### src/rtl/dct_pkg.sv
package dct_pkg;
  localparam int BYTE_W = 8;
  localparam int CNT_W  = 2 * BYTE_W;
  localparam int ADDR_W = 3;

  localparam logic [ADDR_W-1:0] A_CTRL   = 3'd0;
  localparam logic [ADDR_W-1:0] A_RLD_LO = 3'd1;
  localparam logic [ADDR_W-1:0] A_RLD_HI = 3'd2;
  localparam logic [ADDR_W-1:0] A_CNT_LO = 3'd3;
  localparam logic [ADDR_W-1:0] A_CNT_HI = 3'd4;
  localparam logic [ADDR_W-1:0] A_STAT   = 3'd5;

  // Packed MSB first: bit3 clk_ext, bit2 one_shot, bit1 run, bit0 irq_en
  typedef struct packed {
    logic clk_ext;
    logic one_shot;
    logic run;
    logic irq_en;
  } ctrl_t;

  // An enable that finds the count at 1 or 0 ends the period.
  function automatic logic period_ends(input logic [CNT_W-1:0] cnt);
    return (cnt <= CNT_W'(1));
  endfunction

  // Count value after an enable, given mode and reload.
  function automatic logic [CNT_W-1:0] next_count(input logic [CNT_W-1:0] cnt,
                                                  input logic [CNT_W-1:0] rld,
                                                  input logic one_shot);
    if (period_ends(cnt)) return one_shot ? '0 : rld;
    return cnt - CNT_W'(1);
  endfunction
endpackage

### src/rtl/dct_clk_sel.sv
module dct_clk_sel #(
  parameter int SYNC_STAGES = 2
) (
  input  logic clk,
  input  logic rst_n,
  input  logic use_ext,
  input  logic ext_in,
  output logic tick,
  output logic ext_edge
);
  logic [SYNC_STAGES-1:0] sync_q;
  logic                   last_q;

  generate
    for (genvar i = 0; i < SYNC_STAGES; i++) begin : g_sync
      if (i == 0) begin : g_first
        always_ff @(posedge clk or negedge rst_n)
          if (!rst_n) sync_q[0] <= 1'b0;
          else        sync_q[0] <= ext_in;
      end else begin : g_next
        always_ff @(posedge clk or negedge rst_n)
          if (!rst_n) sync_q[i] <= 1'b0;
          else        sync_q[i] <= sync_q[i-1];
      end
    end
  endgenerate

  always_ff @(posedge clk or negedge rst_n)
    if (!rst_n) last_q <= 1'b0;
    else        last_q <= sync_q[SYNC_STAGES-1];

  assign ext_edge = sync_q[SYNC_STAGES-1] & ~last_q;
  assign tick     = use_ext ? ext_edge : 1'b1;

  assert_edge_single_R7: assert property (@(posedge clk) disable iff (!rst_n)
    ext_edge |=> !ext_edge);
endmodule

### src/rtl/dct_regs.sv
module dct_regs
  import dct_pkg::*;
(
  input  logic              clk,
  input  logic              rst_n,
  input  logic              wr_en,
  input  logic              rd_en,
  input  logic [ADDR_W-1:0] addr,
  input  logic [BYTE_W-1:0] wdata,
  input  logic              halted,
  input  logic [CNT_W-1:0]  cnt,
  input  logic              flag,
  output ctrl_t             ctrl,
  output logic [CNT_W-1:0]  reload,
  output logic              arm_load,
  output logic              flag_clr,
  output logic [BYTE_W-1:0] rdata
);
  ctrl_t             ctrl_q;
  logic [BYTE_W-1:0] rld_lo_q, rld_hi_q;
  logic              wr_ctrl;

  assign wr_ctrl  = wr_en && (addr == A_CTRL);
  assign arm_load = wr_ctrl && wdata[1] && (!ctrl_q.run || halted);
  assign flag_clr = rd_en && (addr == A_CTRL);

  always_ff @(posedge clk or negedge rst_n) begin
    if (!rst_n) begin
      ctrl_q   <= '0;
      rld_lo_q <= '0;
      rld_hi_q <= '0;
    end else if (wr_en) begin
      case (addr)
        A_CTRL:   ctrl_q   <= ctrl_t'(wdata[3:0]);
        A_RLD_LO: rld_lo_q <= wdata;
        A_RLD_HI: rld_hi_q <= wdata;
        default:  ;
      endcase
    end
  end

  always_comb begin
    case (addr)
      A_CTRL:   rdata = {{(BYTE_W-4){1'b0}}, ctrl_q};
      A_RLD_LO: rdata = rld_lo_q;
      A_RLD_HI: rdata = rld_hi_q;
      A_CNT_LO: rdata = cnt[BYTE_W-1:0];
      A_CNT_HI: rdata = cnt[CNT_W-1:BYTE_W];
      A_STAT:   rdata = {{(BYTE_W-1){1'b0}}, flag};
      default:  rdata = '0;
    endcase
  end

  assign ctrl   = ctrl_q;
  assign reload = {rld_hi_q, rld_lo_q};

  assert_ctrl_hold_R2: assert property (@(posedge clk) disable iff (!rst_n)
    !wr_ctrl |=> $stable(ctrl_q));
endmodule

### src/rtl/dct_core.sv
module dct_core
  import dct_pkg::*;
(
  input  logic             clk,
  input  logic             rst_n,
  input  ctrl_t            ctrl,
  input  logic [CNT_W-1:0] reload,
  input  logic             arm_load,
  input  logic             tick,
  input  logic             flag_clr,
  output logic [CNT_W-1:0] cnt,
  output logic             halted,
  output logic             flag,
  output logic             expiry
);
  logic [CNT_W-1:0] cnt_q;
  logic             halt_q, flag_q, counting;

  assign counting = ctrl.run && !halt_q && !arm_load && tick;
  assign expiry   = counting && period_ends(cnt_q);

  always_ff @(posedge clk or negedge rst_n) begin
    if (!rst_n) begin
      cnt_q  <= '0;
      halt_q <= 1'b0;
    end else if (arm_load) begin
      cnt_q  <= reload;
      halt_q <= 1'b0;
    end else if (counting) begin
      cnt_q <= next_count(cnt_q, reload, ctrl.one_shot);
      if (expiry && ctrl.one_shot) halt_q <= 1'b1;
    end
  end

  always_ff @(posedge clk or negedge rst_n) begin
    if (!rst_n)        flag_q <= 1'b0;
    else if (expiry)   flag_q <= 1'b1;
    else if (flag_clr) flag_q <= 1'b0;
  end

  assign cnt    = cnt_q;
  assign halted = halt_q;
  assign flag   = flag_q;

  assert_arm_loads_R3: assert property (@(posedge clk) disable iff (!rst_n)
    arm_load |=> cnt_q == $past(reload));
  assert_periodic_reload_R4: assert property (@(posedge clk) disable iff (!rst_n)
    (expiry && !ctrl.one_shot) |=> cnt_q == $past(reload));
  assert_oneshot_park_R5: assert property (@(posedge clk) disable iff (!rst_n)
    (expiry && ctrl.one_shot) |=> (cnt_q == '0 && halt_q));
  assert_pause_hold_R6: assert property (@(posedge clk) disable iff (!rst_n)
    (!ctrl.run && !arm_load) |=> $stable(cnt_q));
  assert_expiry_wins_R9: assert property (@(posedge clk) disable iff (!rst_n)
    expiry |=> flag_q);
  assert_flag_sticky_R8: assert property (@(posedge clk) disable iff (!rst_n)
    (flag_q && !flag_clr) |=> flag_q);
endmodule

### src/rtl/dcount_timer.sv
module dcount_timer
  import dct_pkg::*;
#(
  parameter int SYNC_STAGES = 2
) (
  input  logic              clk,
  input  logic              rst_n,
  input  logic              wr_en,
  input  logic              rd_en,
  input  logic [ADDR_W-1:0] addr,
  input  logic [BYTE_W-1:0] wdata,
  output logic [BYTE_W-1:0] rdata,
  input  logic              ext_tick_in,
  output logic              irq
);
  ctrl_t            ctrl;
  logic [CNT_W-1:0] reload, cnt;
  logic             arm_load, flag_clr, halted, flag, expiry, tick, ext_edge;

  dct_regs u_regs (
    .clk(clk), .rst_n(rst_n), .wr_en(wr_en), .rd_en(rd_en), .addr(addr),
    .wdata(wdata), .halted(halted), .cnt(cnt), .flag(flag), .ctrl(ctrl),
    .reload(reload), .arm_load(arm_load), .flag_clr(flag_clr), .rdata(rdata)
  );

  dct_clk_sel #(.SYNC_STAGES(SYNC_STAGES)) u_clk_sel (
    .clk(clk), .rst_n(rst_n), .use_ext(ctrl.clk_ext), .ext_in(ext_tick_in),
    .tick(tick), .ext_edge(ext_edge)
  );

  dct_core u_core (
    .clk(clk), .rst_n(rst_n), .ctrl(ctrl), .reload(reload), .arm_load(arm_load),
    .tick(tick), .flag_clr(flag_clr), .cnt(cnt), .halted(halted), .flag(flag),
    .expiry(expiry)
  );

  assign irq = flag & ctrl.irq_en;

  assert_irq_masked_R8: assert property (@(posedge clk) disable iff (!rst_n)
    $rose(irq) |-> (flag && ctrl.irq_en));
  assert_ext_gates_R7: assert property (@(posedge clk) disable iff (!rst_n)
    (ctrl.clk_ext && !ext_edge && !arm_load) |=> $stable(cnt));
endmodule

### config.mk
export PLATFORM = sky130hd
export DESIGN_NAME = dcount_timer
export DESIGN_NICKNAME = d
export VERILOG_FILES = /design/src/rtl/dct_pkg.sv /design/src/rtl/dct_clk_sel.sv /design/src/rtl/dct_regs.sv /design/src/rtl/dct_core.sv /design/src/rtl/dcount_timer.sv
export SDC_FILE = /design/constraint.sdc
export NUM_CORES = 1
export LEC_CHECK = 0
export ABC_CLOCK_PERIOD_IN_PS = 3100
export BUFFER_PORTS_ARGS = -buffer_cell sky130_fd_sc_hd__buf_2
export CAP_MARGIN = 20
export CORE_ASPECT_RATIO = 0.7
export CORE_MARGIN = 10
export CORE_UTILIZATION = 63
export DETAILED_ROUTE_END_ITERATION = 8
export PLACE_DENSITY_LB_ADDON = 0.3
export SYNTH_ARGS = -nofsm -noshare
export SYNTH_HDL_FRONTEND = slang
export SYNTH_SLANG_ARGS = --single-unit
### constraint.sdc
create_clock -name clk -period 3.1 [get_ports clk]
set_input_delay 0.465 -clock clk [delete_from_list [all_inputs] [get_ports clk]]
set_output_delay 0.465 -clock clk [all_outputs]
set_load 0.03 [all_outputs]
# Word level (Yosys, flattened, before mapping)

Index checks and enable logic that the tools add are counted.

Divide/modulo/power cells: 0
Magnitude comparators: 1
Equality and inequality tests: 5
Shift-type cells: 0
Multiplexer cells: 15
Multipliers: 0
Bitwise logic cells: 3
Reduce and logical (&&, ||, !) cells: 21
Add/sub/neg operators: 1

Operators by type and width:

| operator                | number |
|---|---|
| $mux W16                | 5 |
| $pmux W8 S6             | 1 |
| $le A16 B1 Y1 const B   | 1 |
| $sub A16 B1 Y16 const B | 1 |
| $logic_and A1 B1 Y1     | 9 |
| $mux W1                 | 9 |
| $reduce_and A2 Y1       | 4 |
| $eq A3 B2 Y1 const B    | 2 |
| $eq A3 B3 Y1 const B    | 2 |
| $reduce_bool A2 Y1      | 3 |
| $eq A3 B1 Y1 const B    | 1 |
| $logic_not A1 Y1        | 3 |
| $logic_not A3 Y1        | 1 |
| $and A1 B1 Y1           | 2 |
| $logic_or A1 B1 Y1      | 1 |
| $not A1 Y1              | 1 |

Bits of input ports: 16
Latch bits: 0
Word-level logic and storage cells: 58
Register bits: 41
ROM bits: 0
Memory bits (writable): 0
Output and inout port bits: 9
Memories kept: 0

# Depth between registers and ports, before layout

Gate-level depths: netlist of run 1.

Depth after elaboration: 12
Depth in mapped cells: 7
Depth with buffers taken out: 7

# Modules after synthesis

From an unflattened synthesis of run 1, not the netlist that was laid out.

Cells, all modules: 234
Area, all modules: 2,397.3 µm²

Modules (own cells, without submodules):

| module       | area each (µm²) | cells an instance | sequential area each (µm²) | times used |
|---|---|---|---|---|
| dct_core     | 1,166.1         | 136               | 450.4                      | 1 |
| dct_regs     | 1,122.3         | 92                | 500.5                      | 1 |
| dct_clk_sel  | 102.6           | 5                 | 75.1                       | 1 |
| dcount_timer | 6.3             | 1                 | 0.0                        | 1 |

# Worst setup path after synthesis of run 1

No wires, ideal clock.

Path type: input port to output port
Start point: input addr[0]
End point: output rdata[5]
Arrival: 1.765 ns
Required time: 2.635 ns
Stages on the path: 4
Slack: 0.870 ns
Path through: buf_1 mux2_2 a22oi_1 o21ai_0

Cells in the longest elaborated chain, start to end: 2
Elaborated cells on any way between the ends: 7
Those cells by class: 5 x eq/ne; 1 x mux; 1 x reduce/logical

Ends and longest elaborated chain:

| item                                 | line               | RTL |
|---|---|---|
| start: declaration                   | dcount_timer.sv:10 | `input logic [ADDR_W-1:0] addr,` |
| $eq A3 B3 Y1 (tied with other cells) | dct_regs.sv:43     | `case (addr)` |
| $pmux W8 S6 (*)                      | dct_regs.sv:43     |  |
| end: declaration                     | dcount_timer.sv:12 | `output logic [BYTE_W-1:0] rdata,` |

Mark *: on every way between the ends. The rest lies on a longest branch, timed or not.

# Worst setup path in the final report of run 1

Start point: input addr[1]
End point: register u_core.cnt_q[13] (netlist: u_core.cnt[13])

Cells in the longest elaborated chain, start to end: 8
Elaborated cells on any way between the ends: 9
Those cells by class: 1 x mux; 8 x reduce/logical

Ends and longest elaborated chain:

| item                                  | line           | RTL |
|---|---|---|
| $logic_not A3 Y1 (*)                  | dct_regs.sv:23 | `assign wr_ctrl = wr_en && (addr == A_CTRL);` |
| $logic_and A1 B1 Y1 (*)               | dct_regs.sv:23 |  |
| $logic_and A1 B1 Y1 (*) (2 in series) | dct_regs.sv:24 | `assign arm_load = wr_ctrl && wdata[1] && (!ctrl_q.run \|\| halted);` |
| $logic_not A1 Y1                      | dct_core.sv:19 | `assign counting = ctrl.run && !halt_q && !arm_load && tick;` |
| $logic_and A1 B1 Y1 (2 in series)     | dct_core.sv:19 |  |
| $reduce_bool A2 Y1 (no source line)   | -              |  |
| end signal: assignment                | dct_core.sv:27 | `cnt_q <= reload;` |
| end signal: assignment                | dct_core.sv:30 | `cnt_q <= next_count(cnt_q, reload, ctrl.one_shot);` |
| end: declaration                      | dct_core.sv:16 | `logic [CNT_W-1:0] cnt_q;` |

Marks and branches as above.
A chain may end at the register's enable or synchronous reset.

==> results.sh, run 1 <==
export IMPL_path_clk_slew_ns=0.08
export IMPL_post_dp_hpwl_um=4830
export IMPL_timing_max_transition_violations_final=0
export IMPL_grt_ovfl_total=0
export IMPL_pwr_share_seq_pct=46.6
export IMPL_grt_antenna_before_repair=0
export IMPL_detail_route_antenna_nets=0
export IMPL_synth_async_reset_ratio_pct=100
export IMPL_clock_insertion_delay_worst_skew_ns=0.30
export IMPL_layout_drive_gt1_share_pct=26.2
export IMPL_leakage_nw=1.09
export IMPL_totalNegativeSetupSlack_ns=0
export IMPL_timing_hold_ws_ns=0.271
export IMPL_cts_tree="yes"
export IMPL_final_net_count=269
export IMPL_status="completed"
export IMPL_synth_seq_area_share_pct=42.9
export IMPL_synth_top_cells_by_area="sky130_fd_sc_hd__dfrtp_1 (43%), sky130_fd_sc_hd__mux2_2 (9.9%), sky130_fd_sc_hd__nand2_1 (4.4%)"
export IMPL_floorplan_core_area_um2=3580
export IMPL_r2r_end="u_core.cnt[7]$_DFFE_PN0P_"
export IMPL_flow_area_growth_from_synthesis_pct=10.8
export IMPL_worst_ir_drop_vdd_uv=361
export IMPL_grt_setup_unrepaired="no"
export IMPL_critPathKind="in -> reg"
export IMPL_die_height_um=71.6
export IMPL_grtUsageTotal_pct=20.8
export IMPL_fp_row_count=18
export IMPL_syn_nets=248
export IMPL_grt_pass1_wl_um=11200
export IMPL_setup_worst_path_start_class="input port"
export IMPL_post_synth_inst_count=230
export IMPL_synthDistinctLibCells=57
export IMPL_finalHoldViolations=0
export IMPL_yosysWarningCount=0
export IMPL_drtIter0Drc=414
export IMPL_syn_area_um2=2390
export IMPL_vias=2163
export IMPL_power_switching_mw=0.636
export IMPL_worst_r2r_setup_slack_ns=0.85
export IMPL_maxClockFrequency_ghz=0.433
export IMPL_critical_path_endpoint_type="flip-flop"
export IMPL_dr_pass1_iters=5
export IMPL_cts_buffers=5
export IMPL_drv_max_cap_violation_count=0
export IMPL_p_sw_share_pct=35.9
export IMPL_clock_sink_count=41
export IMPL_critical_path_arrival_ns=2.50
export IMPL_post_route_drc_count=0
export IMPL_power_combinational_fraction_pct=27.8
export IMPL_startpoint="addr[1]"
export IMPL_power_density_nw_per_um2=669
export IMPL_crit_path_max_fanout=15
export IMPL_top_level_ports=25
export IMPL_routedWlPerCell_um=22.1
export IMPL_finalSetupViolCount=0
export IMPL_timing_final_crit_period_ns=2.31
export IMPL_synth_top_cell_by_area="sky130_fd_sc_hd__dfrtp_1"
export IMPL_cellInternalPower_mw=1.14
export IMPL_place_gp_congestion=0.986
export IMPL_floorplan_die_area_um2=6700
export IMPL_final_core_util_pct=74.1
export IMPL_final_seq_area_um2=1030
export IMPL_slew_headroom_pct=38.8
export IMPL_via_per_inst=7.16
export IMPL_timing_worst_slew_pin_value_ns=0.919
export IMPL_required_ns=3.29
export IMPL_cts_max_level=2
export IMPL_min_path_type="in -> reg"
export IMPL_grt_max_degree=42
export IMPL_post_cts_resize_count=0
export IMPL_first_global_vias=2144
export IMPL_die_width_um=93.7
export IMPL_ctsRootBufferMaster="sky130_fd_sc_hd__clkbuf_8"
export IMPL_numPortBuffers=24
export IMPL_drt_total_wl_um=6660
export IMPL_number_of_storage_elements_in_the_synthesis_netlist=41
export IMPL_fin_crit_sh_pct=74.5
export IMPL_synth_top_flop_cell="sky130_fd_sc_hd__dfrtp_1"
export IMPL_total_area_of_multi_input_combinational_cells_um2=1300
export IMPL_critPathCapture="u_core.cnt[13]$_DFFE_PN0P_"
export IMPL_clock_power_share_pct=25.5
export IMPL_clock_tree_buf_depth=2
export IMPL_cts_hold_repair_buffers=0
export IMPL_skew_ns=0.00541
export IMPL_number_of_enable_flip_flop_cells_after_synthesis=0
export IMPL_final_fill_count=247
export IMPL_number_of_buffers_inserted_by_post_cts_setup_repair=0
export IMPL_floorplan_initialDensity_pct=66.8
export IMPL_synth_area_per_cell_um2=10.4
export IMPL_worst_hold_path_depth=1
export IMPL_r2r_start="u_core.cnt[8]$_DFFE_PN0P_"
export IMPL_synth_top_cell_area_share_pct=42.9
export IMPL_antenna_cells=0
export IMPL_worst_r2r_cell_count=4
## registers in the layout (all words and copies together) (netlist names)
| name | cells |
|---|---|
| u_core.cnt | 16 |
| u_clk_sel.sync_q | 2 |
| u_regs.rld_hi_q | 8 |
| u_regs.rld_lo_q | 8 |
| u_core.halted | 1 |
| u_core.flag | 1 |
| u_clk_sel.last_q | 1 |
| u_regs.ctrl | 4 |
## area by class of cell
type	count	area share, %
clock inverters	2	1.42
inverters	7	0.991
repair buffers	24	4.53
flip-flops and latches	41	38.7
well taps	50	2.36
clock buffers	6	3.11
multi-input cells	172	48.9
## power by group through the flow
stage / Clock [mW] / Sequential (mW) / Combinational (mW)
global route: 0.474 / 0.841 / 0.547
CTS: 0.452 / 0.812 / 0.487
floorplan: 0 / 0.754 / 0.373
global placement: 0 / 0.823 / 0.475
finish: 0.454 / 0.828 / 0.494
detailed placement: 0 / 0.822 / 0.483
## worst min path at each step
stage                             startpoint                             to  slack (ns)
4_1_cts                          ext_tick_in  u_clk_sel.sync_q[0]$_DFF_PN0_        0.28
2_1_floorplan                          rst_n     u_clk_sel.last_q$_DFF_PN0_        0.17
3_3_place_gp   u_clk_sel.sync_q[0]$_DFF_PN0_  u_clk_sel.sync_q[1]$_DFF_PN0_        0.33
6_report                         ext_tick_in  u_clk_sel.sync_q[0]$_DFF_PN0_        0.27
5_1_grt                          ext_tick_in  u_clk_sel.sync_q[0]$_DFF_PN0_        0.28
3_5_place_dp   u_clk_sel.sync_q[0]$_DFF_PN0_  u_clk_sel.sync_q[1]$_DFF_PN0_        0.33
## cells in the mapped netlist (all sizes together) (3+ instances only)
library cell	number
mux2	21
nor3	4
clkbuf	6
and3	3
buf	4
nand2	29
a21oi	3
or2	3
o22ai	3
o31ai	4
o211ai	6
o2bb2ai	3
dfrtp	41
nand2b	4
or3	3
a22oi	4
inv	7
nand3	7
o311ai	4
mux2i	3
o21ai	12
nor2	6
nor2b	3
a22o	7
a221o	3
o41ai	4
or4	4
mux4	3
## worst max-delay path: stages
cell	delay (ns)
sky130_fd_sc_hd__buf_2	0.22
sky130_fd_sc_hd__nor4b_4	0.54
sky130_fd_sc_hd__nand3_1	0.56
sky130_fd_sc_hd__o211ai_1	0.30
sky130_fd_sc_hd__o41ai_1	0.11
sky130_fd_sc_hd__a221o_1	0.30
## metrics by stage
stage / worst slack (ns) / power [mW] / instances / cell area, um^2
6_report: 0.792 / 1.78 / 302 / 2650
4_1_cts: 0.813 / 1.75 / 302 / 2650
3_5_place_dp: 0.500 / 1.31 / 294 / 2530
2_1_floorplan: 0.870 / 1.13 / 230 / 2390
3_3_place_gp: 0.626 / 1.30 / 294 / 2530
5_1_grt: 0.643 / 1.86 / 302 / 2650
## layout by cell type (no fill, tap or decap), types with 4 or more instances in the layout
| cell | count |
|---|---|
| sky130_fd_sc_hd__o31ai_1 | 4 |
| sky130_fd_sc_hd__mux2_2 | 21 |
| sky130_fd_sc_hd__dfrtp_1 | 41 |
| sky130_fd_sc_hd__o211ai_1 | 6 |
| sky130_fd_sc_hd__o21ai_0 | 11 |
| sky130_fd_sc_hd__clkbuf_8 | 6 |
| sky130_fd_sc_hd__a22o_1 | 7 |
| sky130_fd_sc_hd__a22oi_1 | 4 |
| sky130_fd_sc_hd__nand3_1 | 7 |
| sky130_fd_sc_hd__nand2b_1 | 4 |
| sky130_fd_sc_hd__nand2_1 | 28 |
| sky130_fd_sc_hd__o41ai_1 | 4 |
| sky130_fd_sc_hd__buf_2 | 24 |
| sky130_fd_sc_hd__nor2_1 | 6 |
| sky130_fd_sc_hd__inv_1 | 7 |
## metal layers
| layer | routed length [um] | global-route usage, % | vias to the layer above |
|---|---|---|---|
| li1 | - | - | 931 |
| met4 | 96 | 5.21 | 2 |
| met5 | 15 | 0 | - |
| met3 | 833 | 6.87 | 22 |
| met1 | 2820 | 29.3 | 1048 |
| met2 | 2900 | 30.0 | 160 |
## kinds of logic after synthesis
kind of cell / share of synthesized area, %
and+or+nand+nor: 17.8
AOI/OAI and AO/OA: 21.4
DFF: 42.9
muxes: 14.0
buffers and inverters: 2.93
adders and majority gates: 1.05
Note: power is estimated with default switching activity, not from simulation.
==> run 2: changes to the inputs <==
--- a/config.mk
+++ b/config.mk
@@ -5,12 +5,12 @@
 export SDC_FILE = /design/constraint.sdc
 export NUM_CORES = 1
 export LEC_CHECK = 0
-export ABC_CLOCK_PERIOD_IN_PS = 3100
+export ABC_CLOCK_PERIOD_IN_PS = 2000
 export BUFFER_PORTS_ARGS = -buffer_cell sky130_fd_sc_hd__buf_2
 export CAP_MARGIN = 20
 export CORE_ASPECT_RATIO = 0.7
 export CORE_MARGIN = 10
-export CORE_UTILIZATION = 63
+export CORE_UTILIZATION = 53
 export DETAILED_ROUTE_END_ITERATION = 8
 export PLACE_DENSITY_LB_ADDON = 0.3
 export SYNTH_ARGS = -nofsm -noshare
==> constraint.sdc (replaced) <==
create_clock -name clk -period 2 [get_ports clk]
set_input_delay 0.3 -clock clk [delete_from_list [all_inputs] [get_ports clk]]
set_output_delay 0.3 -clock clk [all_outputs]
set_load 0.03 [all_outputs]
==> run 2 against run 1 <==
Compared with the run above: global-route usage decreased by 1.2 points; power is 64% higher; sequential power up 46%; non-clock buffer count up 41; combinational power is 110% higher; highest routed layer is now met4; clock power rose by 48%.
==> results.sh, run 2 (synthesis gave the netlist of run 1 again) <==
export IMPL_detailroute_wirelength_met2_um=3080
export IMPL_drv_max_cap_violation_count=0
export IMPL_clock_sink_count=41
export IMPL_post_dp_cell_area_um2=2830
export IMPL_clock_insertion_delay_worst_skew_ns=0.30
export IMPL_critPathKind="reg -> out"
export IMPL_final_core_util_pct=69.2
export IMPL_cts_max_level=2
export IMPL_maxClockFrequency_ghz=0.510
export IMPL_required_ns=1.70
export IMPL_clock_tree_buf_depth=2
export IMPL_place_ws_ns=-0.0306
export IMPL_wl_met1_um=3260
export IMPL_grt_ovfl_total=0
export IMPL_layout_drive_gt1_share_pct=38.9
export IMPL_timing_final_crit_period_ns=1.96
export IMPL_status="completed"
export IMPL_cts_tree="yes"
export IMPL_worst_ir_drop_vdd_uv=649
export IMPL_top_regs="u_core.cnt (16), u_regs.rld_hi_q (8), u_regs.rld_lo_q (8)"
export IMPL_vias=2333
export IMPL_slew_headroom_pct=67.9
export IMPL_timing_worst_slew_pin_value_ns=0.476
export IMPL_fin_crit_sh_pct=98.0
export IMPL_finalHoldViolations=0
export IMPL_cts_buffers=5
export IMPL_min_path_type="in -> reg"
export IMPL_place_gp_congestion=0.970
export IMPL_mostFrequentLayoutCells="sky130_fd_sc_hd__buf_4 (41), sky130_fd_sc_hd__dfrtp_1 (40), sky130_fd_sc_hd__nand2_1 (28)"
export IMPL_die_width_um=100
export IMPL_power_density_nw_per_um2=969
export IMPL_timing_max_transition_violations_final=0
export IMPL_drt_total_wl_um=7310
export IMPL_post_dp_hpwl_um=5560
export IMPL_top_level_ports=25
export IMPL_dr_pass1_iters=5
export IMPL_leakage_nw=1.29
export IMPL_layout_commonest_cell="sky130_fd_sc_hd__buf_4"
export IMPL_grt_antenna_before_repair=0
export IMPL_post_route_drc_count=0
export IMPL_drtIter0Drc=317
export IMPL_numPortBuffers=24
export IMPL_antenna_cells=0
export IMPL_critical_path_arrival_ns=1.66
export IMPL_setup_worst_path_start_class="flip-flop"
export IMPL_grt_setup_unrepaired="yes"
export IMPL_crit_path_max_fanout=6
export IMPL_path_clk_slew_ns=0.08
export IMPL_finalSetupViolCount=0
export IMPL_routedWlPerCell_um=21.0
export IMPL_finalWorstSetupSlack_ns=0.0406
export IMPL_postLayoutCellArea_um2=3010
export IMPL_flow_area_growth_from_synthesis_pct=25.9
export IMPL_floorplan_core_area_um2=4350
export IMPL_grt_pass1_wl_um=12200
export IMPL_critical_path_endpoint_type="output port"
export IMPL_floorplan_initialDensity_pct=55.0
export IMPL_ctsRootBufferMaster="sky130_fd_sc_hd__clkbuf_8"
export IMPL_top_register="u_core.cnt"
export IMPL_fp_row_count=20
export IMPL_grt_max_degree=19
export IMPL_via_per_inst=6.70
export IMPL_final_fill_count=346
export IMPL_grtUsageTotal_pct=19.6
export IMPL_first_global_vias=2245
export IMPL_wl_met3_um=831
export IMPL_skew_ns=0.00477
export IMPL_final_net_count=310
export IMPL_uppermost_layer_routed="met4"
export IMPL_detail_route_antenna_nets=0
export IMPL_die_height_um=76.2
export IMPL_largest_reg_flops=16
export IMPL_floorplan_die_area_um2=7650
## run 2: cell types whose count changed in the layout (fill, tap and decap cells not counted), sizes merged
cell / change
dlygate4sd3: +1
clkinvlp: -1
clkinv: +1
buf: +40
## run 2: power breakdown
| group | switching, mW | total (mW) | internal [mW] |
|---|---|---|---|
| sequential | 0.207 | 1.21 | 1.01 |
| clock | 0.299 | 0.673 | 0.375 |
| combinational | 0.538 | 1.03 | 0.493 |
| total | 1.04 | 2.92 | 1.88 |
## run 2: per-stage QoR
step           setup TNS [ns]  instances  hold slack (ns)  power [mW]
5_1_grt               -0.0728        348           0.0990        3.07
4_1_cts                     0        347            0.101        2.87
2_1_floorplan               0        230          0.00441        1.75
6_report                    0        348            0.105        2.92
3_3_place_gp         -0.00956        338            0.146        2.14
3_5_place_dp          -0.0513        338            0.144        2.15
## run 2: area by class of cell
class                           instances  area, um^2  area share [%]
Sequential cell                        41        1030            34.1
Clock inverter                          2        38.8            1.29
Tap cell                               55        68.8            2.28
Inverter                                7        26.3           0.872
Multi-Input combinational cell        172        1350            44.7
Timing Repair Buffer                   65         433            14.4
Clock buffer                            6        72.6            2.41
## run 2: worst max-delay path, stage by stage, from the launching register on
cell                        delay, ns
sky130_fd_sc_hd__dfrtp_1         0.39
sky130_fd_sc_hd__buf_4           0.17
sky130_fd_sc_hd__mux4_2          0.47
sky130_fd_sc_hd__o2bb2ai_1       0.16
sky130_fd_sc_hd__buf_4           0.18
## run 2: what timing repair did
action / CTS / global route
setup endpoints to repair: 2 / 13
setup buffers: 0 / 1
endpoints found under the hold margin: 6 / 0
gates resized for setup: 3 / 11
pin swaps: 1 / 2
hold buffers: 1 / 0
## run 2: path summary, 6_finish.rpt
kind / slack, ns / start / to / cells past startpoint
setup / recovery: 0.04 / u_core.cnt[2]$_DFFE_PN0P_ / rdata[2] / 4
hold / removal: 0.10 / ext_tick_in / u_clk_sel.sync_q[0]$_DFF_PN0_ / 1
setup reg to reg: 0.05 / u_core.cnt[5]$_DFFE_PN0P_ / u_core.cnt[7]$_DFFE_PN0P_ / 4
hold reg to reg: 0.36 / u_clk_sel.sync_q[0]$_DFF_PN0_ / u_clk_sel.sync_q[1]$_DFF_PN0_ / 0
max in group asynchronous: 1.17 / rst_n / u_core.cnt[6]$_DFFE_PN0P_ / 3
min in group asynchronous: 0.36 / rst_n / u_clk_sel.last_q$_DFF_PN0_ / 2
## run 2: per-layer routing
layer,vias up,global-route usage (%)
li1,1012,-
met1,1148,28.9
met2,152,26.8
met3,21,5.98
met4,0,4.79
met5,-,0
==> run 3: changes to the inputs <==
--- a/config.mk
+++ b/config.mk
@@ -6,12 +6,12 @@
 export NUM_CORES = 1
 export LEC_CHECK = 0
 export ABC_CLOCK_PERIOD_IN_PS = 2000
-export BUFFER_PORTS_ARGS = -buffer_cell sky130_fd_sc_hd__buf_2
 export CAP_MARGIN = 20
 export CORE_ASPECT_RATIO = 0.7
 export CORE_MARGIN = 10
-export CORE_UTILIZATION = 53
+export CORE_UTILIZATION = 57
 export DETAILED_ROUTE_END_ITERATION = 8
+export DONT_BUFFER_PORTS = 1
 export PLACE_DENSITY_LB_ADDON = 0.3
 export SYNTH_ARGS = -nofsm -noshare
 export SYNTH_HDL_FRONTEND = slang
==> run 3 against run 2 <==
Compared with the run above: the run now ends with negative setup slack left; via count down 4.9%; clock power down 19%; sequential share of layout area up 2.1 points; first-iteration DRC count down 12%; wire length down 1.5%.
==> results.sh, run 3 (synthesis gave the netlist of run 1 again) <==
export IMPL_ctsRootBufferMaster="sky130_fd_sc_hd__clkbuf_8"
export IMPL_worst_path_stages=5
export IMPL_totalNegativeSetupSlack_ns=-0.00877
export IMPL_timing_hold_ws_ns=0.120
export IMPL_first_global_vias=2131
export IMPL_worst_path_max_delay_cell="sky130_fd_sc_hd__or4_4"
export IMPL_fp_row_count=19
export IMPL_floorplan_die_area_um2=7230
export IMPL_cts_buffers=5
export IMPL_flow_area_growth_from_synthesis_pct=18.6
export IMPL_failed_checks="negative setup slack"
export IMPL_floorplan_core_area_um2=3990
export IMPL_finalWorstSetupSlack_ns=-0.00877
export IMPL_grt_setup_unrepaired="yes"
export IMPL_cts_tree="yes"
export IMPL_layout_commonest_cell="sky130_fd_sc_hd__dfrtp_1"
export IMPL_worst_ir_drop_vdd_uv=652
export IMPL_top_level_ports=25
export IMPL_floorplan_initialDensity_pct=59.9
export IMPL_clock_insertion_delay_worst_skew_ns=0.30
export IMPL_slew_headroom_pct=64.2
export IMPL_cellInternalPower_mw=1.73
export IMPL_power_combinational_fraction_pct=36.3
export IMPL_startpoint="u_core.cnt[0]$_DFFE_PN0P_"
export IMPL_drt_total_wl_um=7200
export IMPL_grtUsageTotal_pct=19.8
export IMPL_status="finished, violations left"
export IMPL_number_of_buffers_inserted_by_post_cts_setup_repair=0
export IMPL_routedWlPerCell_um=22.7
export IMPL_clock_tree_buf_depth=2
export IMPL_top_regs="u_core.cnt (16), u_regs.rld_hi_q (8), u_regs.rld_lo_q (8)"
export IMPL_final_core_util_pct=71.1
export IMPL_timing_worst_slew_pin_value_ns=0.536
export IMPL_grt_max_degree=42
export IMPL_finalHoldViolations=0
export IMPL_critical_path_endpoint_type="flip-flop"
export IMPL_path_clk_slew_ns=0.08
export IMPL_leakage_nw=1.16
export IMPL_power_density_nw_per_um2=965
export IMPL_worst_r2r_setup_slack_ns=-0.009
export IMPL_grt_ovfl_total=0
export IMPL_min_path_type="in -> reg"
export IMPL_critPathCapture="u_core.cnt[15]$_DFFE_PN0P_"
export IMPL_maxClockFrequency_ghz=0.498
export IMPL_detail_route_antenna_nets=0
export IMPL_layout_drive_gt1_share_pct=31.3
export IMPL_setup_worst_path_start_class="flip-flop"
export IMPL_numPlacedInstances=306
export IMPL_grt_antenna_before_repair=0
export IMPL_antenna_cells=0
export IMPL_critical_path_arrival_ns=2.26
export IMPL_worst_path_dominant_cell_family="simple AND/OR/NAND/NOR gates"
export IMPL_timing_final_crit_period_ns=2.01
export IMPL_crit_path_max_fanout=5
export IMPL_worstPathCellList="or4_4 > a211oi_4 > nand2_2 > or4b_1 > nand3_1"
export IMPL_clock_sink_count=41
export IMPL_final_non_filler_cells=317
export IMPL_clock_power_share_pct=19.9
export IMPL_p_sw_share_pct=36.6
export IMPL_mostFrequentLayoutCells="sky130_fd_sc_hd__dfrtp_1 (41), sky130_fd_sc_hd__buf_4 (34), sky130_fd_sc_hd__nand2_1 (28)"
export IMPL_critical_path_buf_inv_count=0
export IMPL_required_ns=2.25
export IMPL_die_width_um=97.5
export IMPL_place_gp_congestion=0.956
export IMPL_power_switching_mw=1.00
export IMPL_max_stage_delay_ns=0.60
export IMPL_post_route_drc_count=0
export IMPL_cts_max_level=2
export IMPL_die_height_um=74.2
export IMPL_worst_r2r_cell_count=5
export IMPL_finalSetupViolCount=1
export IMPL_via_per_inst=7.00
export IMPL_drtIter0Drc=279
export IMPL_largest_reg_flops=16
export IMPL_r2r_start="u_core.cnt[0]$_DFFE_PN0P_"
export IMPL_critPathKind="reg -> reg"
export IMPL_dr_pass1_iters=5
export IMPL_final_fill_count=282
export IMPL_vias=2219
export IMPL_r2r_end="u_core.cnt[15]$_DFFE_PN0P_"
export IMPL_timing_max_transition_violations_final=0
export IMPL_grt_pass1_wl_um=11400
export IMPL_pwr_share_seq_pct=43.8
export IMPL_drv_max_cap_violation_count=0
export IMPL_skew_ns=0.00834
export IMPL_top_register="u_core.cnt"
export IMPL_final_net_count=282
export IMPL_numPortBuffers=0
export IMPL_fin_crit_sh_pct=100
export IMPL_post_dp_hpwl_um=5290
run 3: power groups by stage:
stage / logic (mW) / clock network (mW) / registers (mW)
2_1_floorplan: 0.578 / 0 / 1.17
3_3_place_gp: 0.877 / 0 / 1.19
3_5_place_dp: 0.887 / 0 / 1.20
4_1_cts: 0.920 / 0.549 / 1.19
5_1_grt: 1.06 / 0.583 / 1.22
6_report: 0.994 / 0.544 / 1.20
run 3: worst min-delay path by stage:
stage / start / end / slack [ns] / cells past startpoint
3_5_place_dp: rst_n / u_core.cnt[9]$_DFFE_PN0P_ / 0.006 / 0
3_3_place_gp: rst_n / u_regs.ctrl[3]$_DFFE_PN0N_ / 0.006 / 0
4_1_cts: ext_tick_in / u_clk_sel.sync_q[0]$_DFF_PN0_ / 0.01 / 0
5_1_grt: wdata[2] / u_regs.rld_hi_q[2]$_DFFE_PN0P_ / 0.13 / 1
2_1_floorplan: rst_n / u_clk_sel.last_q$_DFF_PN0_ / 0.004 / 0
6_report: wdata[3] / u_regs.ctrl[3]$_DFFE_PN0N_ / 0.12 / 2
run 3: area by class of cell:
class	count	area [um^2]	share of cell area, %
Tap cell	52	65.1	2.29
Sequential cell	41	1030	36.2
Multi-Input combinational cell	172	1340	47.2
Clock buffer	5	68.8	2.43
Timing Repair Buffer	37	295	10.4
Inverter	7	26.3	0.926
Clock inverter	3	17.5	0.617
run 3: timing repair:
item                                   in CTS  in global routing
gates resized for setup                     0                 10
hold buffers                                2                  1
setup endpoints to repair                   0                 15
endpoints found under the hold margin      41                  1
run 3: per-stage QoR:
step | setup slack, ns | power, mW | area (um^2)
final | -0.00877 | 2.74 | 2840
after global routing | -0.0691 | 2.86 | 2840
after CTS | 0.00992 | 2.66 | 2790
after detailed placement | 0.0283 | 2.09 | 2670
after global placement | 0.0407 | 2.07 | 2670
after floorplan | 0.0874 | 1.75 | 2390
run 3: per-layer routing:
metal / global-route usage, % / vias up / share of wire, %
met5: 0 / - / 0
met4: 6.43 / 0 / 1.8
met3: 8.70 / 13 / 12
met2: 28.9 / 127 / 43
met1: 25.8 / 1117 / 43
li1: - / 962 / -
